`src/rtl/hs_pkg.sv`:
```
package hs_pkg;
  typedef enum logic [1:0] {TX_IDLE, TX_REQ, TX_DRAIN} tx_state_e;
  typedef enum logic {RX_IDLE, RX_ACK} rx_state_e;
endpackage

```
`src/rtl/hs_sync.sv`:
```
module hs_sync #(
  parameter int STAGES = 2
) (
  input  logic clk_i,
  input  logic rst_ni,
  input  logic d_i,
  output logic q_o
);
  logic [STAGES-1:0] chain_q;

  generate
    for (genvar i = 0; i < STAGES; i++) begin : g_stage
      always_ff @(posedge clk_i or negedge rst_ni) begin
        if (!rst_ni) chain_q[i] <= 1'b0;
        else if (i == 0) chain_q[i] <= d_i;
        else chain_q[i] <= chain_q[(i > 0) ? i-1 : 0];
      end
    end
  endgenerate

  assign q_o = chain_q[STAGES-1];
endmodule

```
`src/rtl/hs_sender.sv`:
```
module hs_sender import hs_pkg::*; #(
  parameter int W      = 8,
  parameter int STAGES = 2
) (
  input  logic         clk_i,
  input  logic         rst_ni,
  input  logic         avail_i,
  input  logic [W-1:0] word_i,
  input  logic         ack_i,
  output logic         req_o,
  output logic [W-1:0] data_o,
  output logic         done_o
);
  tx_state_e    state_q, state_d;
  logic         ack_s;
  logic [W-1:0] data_q;
  logic         done_q;

  hs_sync #(.STAGES(STAGES)) u_ack_sync (
    .clk_i(clk_i), .rst_ni(rst_ni), .d_i(ack_i), .q_o(ack_s)
  );

  always_comb begin
    state_d = state_q;
    unique case (state_q)
      TX_IDLE:  if (avail_i && !ack_s) state_d = TX_REQ;
      TX_REQ:   if (ack_s) state_d = TX_DRAIN;
      TX_DRAIN: if (!ack_s) state_d = TX_IDLE;
      default:  state_d = TX_IDLE;
    endcase
  end

  always_ff @(posedge clk_i or negedge rst_ni) begin
    if (!rst_ni) begin
      state_q <= TX_IDLE;
      data_q  <= '0;
      done_q  <= 1'b0;
    end else begin
      state_q <= state_d;
      done_q  <= (state_q == TX_REQ) && ack_s;
      if (state_q == TX_IDLE && state_d == TX_REQ) data_q <= word_i;
    end
  end

  assign req_o  = (state_q == TX_REQ);
  assign data_o = data_q;
  assign done_o = done_q;
endmodule

```
`src/rtl/hs_receiver.sv`:
```
module hs_receiver import hs_pkg::*; #(
  parameter int W      = 8,
  parameter int STAGES = 2
) (
  input  logic         clk_i,
  input  logic         rst_ni,
  input  logic         req_i,
  input  logic [W-1:0] data_i,
  input  logic         ready_i,
  output logic         ack_o,
  output logic [W-1:0] word_o,
  output logic         strobe_o
);
  rx_state_e    state_q;
  logic         req_s;
  logic [W-1:0] word_q;
  logic         strobe_q;

  hs_sync #(.STAGES(STAGES)) u_req_sync (
    .clk_i(clk_i), .rst_ni(rst_ni), .d_i(req_i), .q_o(req_s)
  );

  always_ff @(posedge clk_i or negedge rst_ni) begin
    if (!rst_ni) begin
      state_q  <= RX_IDLE;
      word_q   <= '0;
      strobe_q <= 1'b0;
    end else begin
      strobe_q <= 1'b0;
      unique case (state_q)
        RX_IDLE: if (req_s && ready_i) begin
          word_q   <= data_i;
          strobe_q <= 1'b1;
          state_q  <= RX_ACK;
        end
        RX_ACK: if (!req_s) state_q <= RX_IDLE;
        default: state_q <= RX_IDLE;
      endcase
    end
  end

  assign ack_o    = (state_q == RX_ACK);
  assign word_o   = word_q;
  assign strobe_o = strobe_q;
endmodule

```
`src/rtl/hs_link.sv`:
```
module hs_link #(
  parameter int W      = 8,
  parameter int STAGES = 2
) (
  input  logic         clk_i,
  input  logic         rst_ni,
  input  logic         tx_avail_i,
  input  logic [W-1:0] tx_word_i,
  output logic         tx_done_o,
  input  logic         rx_ready_i,
  output logic [W-1:0] rx_word_o,
  output logic         rx_strobe_o,
  output logic         chan_req_o,
  output logic         chan_ack_o,
  output logic [W-1:0] chan_data_o
);
  logic         req_w, ack_w;
  logic [W-1:0] data_w;

  hs_sender #(.W(W), .STAGES(STAGES)) u_tx (
    .clk_i(clk_i), .rst_ni(rst_ni), .avail_i(tx_avail_i), .word_i(tx_word_i),
    .ack_i(ack_w), .req_o(req_w), .data_o(data_w), .done_o(tx_done_o)
  );

  hs_receiver #(.W(W), .STAGES(STAGES)) u_rx (
    .clk_i(clk_i), .rst_ni(rst_ni), .req_i(req_w), .data_i(data_w),
    .ready_i(rx_ready_i), .ack_o(ack_w), .word_o(rx_word_o), .strobe_o(rx_strobe_o)
  );

  assign chan_req_o  = req_w;
  assign chan_ack_o  = ack_w;
  assign chan_data_o = data_w;
endmodule

```
`config.mk`:
```
export PLATFORM = sky130hd
export DESIGN_NAME = hs_link
export DESIGN_NICKNAME = d
export VERILOG_FILES = /design/src/rtl/hs_pkg.sv /design/src/rtl/hs_sync.sv /design/src/rtl/hs_sender.sv /design/src/rtl/hs_receiver.sv /design/src/rtl/hs_link.sv
export SDC_FILE = /design/constraint.sdc
export NUM_CORES = 1
export LEC_CHECK = 0
export CORE_UTILIZATION = 41
export CTS_CLUSTER_SIZE = 24
export DETAILED_ROUTE_END_ITERATION = 10
export DONT_BUFFER_PORTS = 1
export SLEW_MARGIN = 30
export SYNTH_ARGS = -nofsm -noshare
export SYNTH_HDL_FRONTEND = slang
export SYNTH_SLANG_ARGS = --single-unit
```
`constraint.sdc`:
```
create_clock -name clk_i -period 2.3 [get_ports clk_i]
set_input_delay 0.115 -clock clk_i [delete_from_list [all_inputs] [get_ports clk_i]]
set_output_delay 0.115 -clock clk_i [all_outputs]
set_load 0.05 [all_outputs]
```
==> results.cfg, run 1 <==
[floorplanning]
row_count = 16
start_util = 0.442
io_pins = 32
fp.dieArea_sq_um = 2350
die_h_microns = 48.5
core_sq_um = 2000
fp.dieW_microns = 48.5

[sta]
finalCritPeriodShare = 0.723
min_period_ps = 1660
setup_tns_ps = 0
worstMarginPinSlew_ps = 587
max-slew-margin-rel = 0.607
setup_violations = 0
fin_skew_ps = 3.48
timing.fmax_mhz = 601
drv_slew = 0
rsz0062_at_grt = false
hold_viol_final = 0

[critical_path]
startpoint_type = register
arrival_ps = 1860
r2r_cells = 2
critical_path_class = register to register
cp_max_fo = 9
critPathCaptureType = register
critPathRequiredTime_ps = 2500

[logic_synthesis]
yosys_warnings = 0
yosysTopAreaCellShare = 0.707
synth_ff_type = dfrtp_1
yosysMostFrequentCell = dfrtp_1
synthTopCellsByArea = dfrtp_1, mux2_2, nor4b_4
synth_cell_type_count = 10
yosysTopAreaCell = dfrtp_1
ys_seq_elements = 25
synth_nets = 63
synth_edf_count = 0
synth_area_sq_um = 885
syn_area_per_cell_sq_um = 17.3
synth_common_cells = dfrtp_1, mux2_2, nor2b_1, o21a_1
ys_seq_area_frac = 0.707
netlist_instances = 51
async_flop_share = 1.00

[grt]
grt_pass1_vias = 513
grt_usage = 0.149
grt_start_max_net_pins = 26
grt_antenna_before_repair = 0
grt_remaining_overflow = 0
grt_first_pass_wirelength_microns = 2580

[cells_and_area]
post_route_cells_drive_above_1_share = 0.338
antenna_cells = 0
syn2layout_area_growth_pct = 20.7
finalCoreUtilization = 0.533
nets = 81

[route]
drt_wl_total_microns = 1500
routed-wl-met2_microns = 765
met3_length_microns = 124
routedWlPerCell_microns = 15.8
antenna_left = 0
drt_iter0_markers = 4
wl_met1_microns = 592
first_pass_iters = 3
drt-vias-per-instance = 4.99
route.detailed.drc = 0
num_vias = 474
top_layer = met4

[run_status]
outcome = finished clean

[clock_network]
cts.path.max_buffers = 2
post_cts_resized = 0
clock_sinks = 25
htree_levels = 1
cts_tree = yes
insertion_delay_ps = 310
cts_root_buffer = clkbuf_4
holdBufCountCts = 11
post-cts-setup-buffer-count = 0
path_clk_slew_ps = 120
cts_buffers = 3

[place]
gp_congestion = 0.623
io_buffers = 0
dp_hpwl_microns = 977

[job]
drv_cap = 0

[min_path]
worstHoldPathCells = 2
hold_path_class = primary input to register
layer usage:
metal / vias up / GRT usage
met5: - / 0
met4: 0 / 0.0441
met3: 2 / 0.0629
met2: 27 / 0.251
met1: 237 / 0.174
li1: 208 / -
state kept, by name (all words and copies together) (netlist names):
name and cells:
u_tx.done_o 1, u_rx.strobe_o 1, u_tx.u_ack_sync.chain_q 1, u_tx.data_o 8, u_rx.word_o 8, u_tx.state_q 2, u_rx.u_req_sync.q_o 1, u_rx.ack_o 1
u_rx.u_req_sync.chain_q 1, u_tx.u_ack_sync.q_o 1
layout make-up:
type | instances | area (sq um)
well taps | 27 | 33.8
flip-flops and latches | 25 | 626
fillers | 172 | 935
inverters | 1 | 3.75
clock buffers | 4 | 26.3
multi-input cells | 25 | 255
repair buffers | 13 | 123
metrics by stage:
step	worst slack, ps	cell area (sq um)	hold WS [ps]	std cells
after global placement	642	926	-180	79
after detailed placement	586	926	-180	79
final	637	1070	204	95
after floorplan	756	885	-181	51
after CTS	573	1060	195	94
after global routing	519	1070	186	95
critical path, cell delays in order, from the launching register on:
cell and delay (ps):
dfrtp_1 600, nand3b_1 540, mux2_2 420
cell families after synthesis:
family,share of synthesized area
compound gates,0.0170
buf+inv,0.00424
flops,0.707
mux,0.204
simple gates,0.0679
placed cells by master, fill, tap and decap left out:
cell type	synthesis	layout
nor4b_4	1	1
nor3_1	1	1
clkbuf_4	0	3
nor2b_1	2	2
mux2_2	16	16
clkbuf_1	0	1
nor2_1	1	1
and2_2	1	1
nand3b_1	1	1
dfrtp_1	25	25
dlygate4sd3_1	0	11
buf_2	0	1
o21a_1	2	2
inv_1	1	1
buf_4	0	1
final timing paths:
kind | startpoint | to | slack [ps]
max in group asynchronous | rst_ni | u_rx.word_o[0] | 1640
min in group asynchronous | rst_ni | u_rx.word_o[3] | 310
setup / recovery | u_rx.ack_o | u_rx.word_o[0] | 640
hold reg to reg | u_tx.u_ack_sync.chain_q[0] | u_tx.u_ack_sync.q_o | 360
setup reg to reg | u_rx.ack_o | u_rx.word_o[0] | 640
hold / removal | tx_avail_i | u_tx.data_o[3] | 200
Power of run 1 is left out: the tool's default activity adds up to more than one toggle a clock period on the data nets, which glitch-free logic cannot reach.
==> run 2, diff against run 1 <==
clock period = 1.5 ns   (was 2.3 ns; I/O delays follow)
==> results.cfg, run 2 (synthesized netlist as in run 1, its figures left out) <==
[sta]
hold_viol_final = 0
worstMarginPinSlew_ps = 484
timing.fmax_mhz = 723
max-slew-margin-rel = 0.677
finalCritPeriodShare = 0.922
drv_slew = 0
setup_violations = 0
setup_tns_ps = 0
fin_skew_ps = 2.55
min_period_ps = 1380
rsz0062_at_grt = false

[route]
drt_iter0_markers = 3
drt-vias-per-instance = 4.66
route.detailed.drc = 0
antenna_left = 0
num_vias = 527
drt_wl_total_microns = 1530
routedWlPerCell_microns = 13.5
first_pass_iters = 2

[cells_and_area]
final_cell_mix = dfrtp_1, buf_4, mux2_2
fin_area_sq_um = 1220
post_route_cells_drive_above_1_share = 0.488
nets = 99
final_common_cell = dfrtp_1
antenna_cells = 0
syn2layout_area_growth_pct = 37.9

[floorplanning]
row_count = 16
start_util = 0.442
fp.dieArea_sq_um = 2350
die_h_microns = 48.5
fp.dieW_microns = 48.5
io_pins = 32
core_sq_um = 2000

[critical_path]
critPathRequiredTime_ps = 1710
r2r_cells = 3
critical_path_class = register to register
r2r_slack_ps = 120
r2r_start = u_tx.u_ack_sync.q_o
endpoint = u_tx.data_o[4]
startpoint_type = register
r2r_end = u_tx.data_o[4]
arrival_ps = 1590
critPathLaunch = u_tx.u_ack_sync.q_o
critPathCaptureType = register
cp_max_fo = 8

[grt]
grt_usage = 0.145
grt_start_max_net_pins = 26
grt_remaining_overflow = 0
grt_first_pass_wirelength_microns = 2530
grt_pass1_vias = 566
grt_antenna_before_repair = 0

[clock_network]
path_clk_slew_ps = 130
htree_levels = 1
insertion_delay_ps = 310
post_cts_resized = 0
cts_tree = yes
cts.path.max_buffers = 2
clock_sinks = 25
cts_root_buffer = clkbuf_4
cts_buffers = 3

[place]
gp_congestion = 0.646
placed_area_sq_um = 1060
io_buffers = 0

[run_status]
outcome = finished clean

[min_path]
hold_path_class = primary input to async pin

[job]
drv_cap = 0
[run 2: cell count changes in the layout (fill, tap and decap cells not counted)]
cell	delta
buf_4	+18
buf_2	-1
buf_12	+1
nor2b_2	+1
nor2b_1	-1
[run 2: final cells by class]
class | instances | area (sq um)
fillers | 165 | 782
flip-flops and latches | 25 | 626
repair buffers | 31 | 273
multi-input cells | 25 | 258
well taps | 27 | 33.8
clock buffers | 4 | 26.3
inverters | 1 | 3.75
[run 2: layer usage]
metal / vias to the layer above / global-route usage / routed length (microns)
met1: 252 / 0.180 / 680
li1: 248 / - / -
met2: 27 / 0.237 / 730
met3: 0 / 0.0535 / 115
met4: 0 / 0.0441 / 0
met5: - / 0 / 0
[run 2: worst max-delay path, stage by stage, from the launching register on]
cell     delay, ps
dfrtp_1        460
nor4b_4        280
buf_4          200
mux2_2         350
[run 2: repair_timing]
action,in CTS,in global routing
hold buffers,12,0
hold endpoints to repair,35,0
buffers inserted,0,0
[run 2: worst min path at each step]
stage / cells past startpoint / to / from
3_3_place_gp: 0 / u_tx.done_o / rst_ni
2_1_floorplan: 0 / u_rx.ack_o / rst_ni
5_1_grt: 2 / u_tx.done_o / rst_ni
3_5_place_dp: 0 / u_tx.done_o / rst_ni
6_report: 2 / u_tx.state_q[0] / rst_ni
4_1_cts: 2 / u_tx.done_o / rst_ni
[run 2: metrics by stage]
| step | worst slack, ps | hold slack [ps] | util | cells |
|---|---|---|---|---|
| 6_report | 117 | 174 | 0.609 | 113 |
| 2_1_floorplan | 35.0 | -221 | - | 51 |
| 3_5_place_dp | 130 | -220 | 0.531 | 97 |
| 4_1_cts | 100 | 159 | 0.609 | 113 |
| 3_3_place_gp | 159 | -220 | 0.531 | 97 |
| 5_1_grt | 27.7 | 173 | 0.609 | 113 |
Power of run 2 is left out for the same reason.
==> run 3, diff against run 2 <==
clock period = 1.7 ns   (was 1.5 ns; I/O delays follow)
==> results.cfg, run 3 (synthesized netlist as in run 1, its figures left out) <==
[run_status]
outcome = finished clean

[route]
routedWlPerCell_microns = 15.4
route.detailed.drc = 0
antenna_left = 0
first_pass_iters = 2
drt_iter0_markers = 8
drt-vias-per-instance = 5.10
num_vias = 495
drt_wl_total_microns = 1490

[grt]
grt_remaining_overflow = 0
grt_usage = 0.144
grt_first_pass_wirelength_microns = 2550
top_usage_layer = met2
grt_start_max_net_pins = 26
grt_pass1_vias = 550
grt_antenna_before_repair = 0
use_met2 = 0.251
met1_usage = 0.160
met3_usage = 0.0755

[min_path]
hold_path_class = primary input to register

[clock_network]
cts_tree = yes
post-cts-setup-buffer-count = 0
htree_levels = 1
cts_root_buffer = clkbuf_4
path_clk_slew_ps = 130
cts_buffers = 3
insertion_delay_ps = 310
holdBufCountCts = 11
post_cts_resized = 0
cts.path.max_buffers = 2
clock_sinks = 25

[critical_path]
critPathRequiredTime_ps = 1910
cp_max_fo = 8
crit_chain = nor4b_4, buf_4, mux2_2
startpoint_type = register
critical_path_class = register to register
critPathCaptureType = register
crit_path_top_delay_cell = dfrtp_1
arrival_ps = 1580
slowest_delay_ps = 450

[sta]
setup_violations = 0
max-slew-margin-rel = 0.645
rsz0062_at_grt = false
fin_skew_ps = 0.936
timing.fmax_mhz = 726
drv_slew = 0
hold_viol_final = 0
worstMarginPinSlew_ps = 532
fin_ws_ps = 323
finalCritPeriodShare = 0.810
setup_tns_ps = 0
min_period_ps = 1380

[floorplanning]
fp.dieArea_sq_um = 2350
die_h_microns = 48.5
io_pins = 32
start_util = 0.442
core_sq_um = 2000
fp.dieW_microns = 48.5
row_count = 16

[cells_and_area]
final_common_cell = dfrtp_1
fillers = 171
antenna_cells = 0
post_route_cells_drive_above_1_share = 0.357
multi_input_area_sq_um = 255
final_cell_mix = dfrtp_1, mux2_2, dlygate4sd3_1
finalCoreUtilization = 0.541
nets = 83
ff_latch_area_sq_um = 626
syn2layout_area_growth_pct = 22.3

[place]
post-place-ws_ps = 315
gp_congestion = 0.636
io_buffers = 0
dp_hpwl_microns = 1030

[job]
drv_cap = 0
run 3: changes by cell type in the layout (fill, tap and decap cells not counted), sizes merged:
cell,previous run,this run
buf,20,4
run 3: area by class of cell:
class / instances / area share
sequential: 25 / 0.578
multi-input combinational: 25 / 0.236
timing repair buffer: 15 / 0.127
tap: 27 / 0.0312
clock buffer: 4 / 0.0243
inverter: 1 / 0.00347
run 3: per-layer routing:
metal,vias up,routed length [microns]
met5,-,0
met4,0,0
met3,0,117
met2,24,777
met1,256,596
li1,215,-
run 3: final timing paths:
check                                                 from                         end  slack, ps  cells past startpoint
worst max-delay path                   u_tx.u_ack_sync.q_o              u_tx.data_o[0]        320                      3
worst min-delay path                            rx_ready_i               u_rx.strobe_o        250                      2
worst max register to register         u_tx.u_ack_sync.q_o              u_tx.data_o[0]        320                      3
worst min register to register  u_rx.u_req_sync.chain_q[0]         u_rx.u_req_sync.q_o        360                      0
max in group asynchronous                           rst_ni  u_rx.u_req_sync.chain_q[0]       1070                      2
min in group asynchronous                           rst_ni         u_rx.u_req_sync.q_o        280                      2
run 3: critical path: cells and delay by family, from the launching register on:
kind / cells / cell delay, ps
AND/OR/NAND/NOR: 1 / 270
multiplexers: 1 / 340
buffers and inverters: 1 / 210
flip-flops: 1 / 450
run 3: per-stage QoR:
stage	hold slack, ps	std cells	instance area, sq um
3_5_place_dp	-210	81	941
6_report	252	97	1080
3_3_place_gp	-210	81	941
4_1_cts	274	96	1080
2_1_floorplan	-211	51	885
5_1_grt	277	97	1080
Power of run 3 is left out for the same reason.
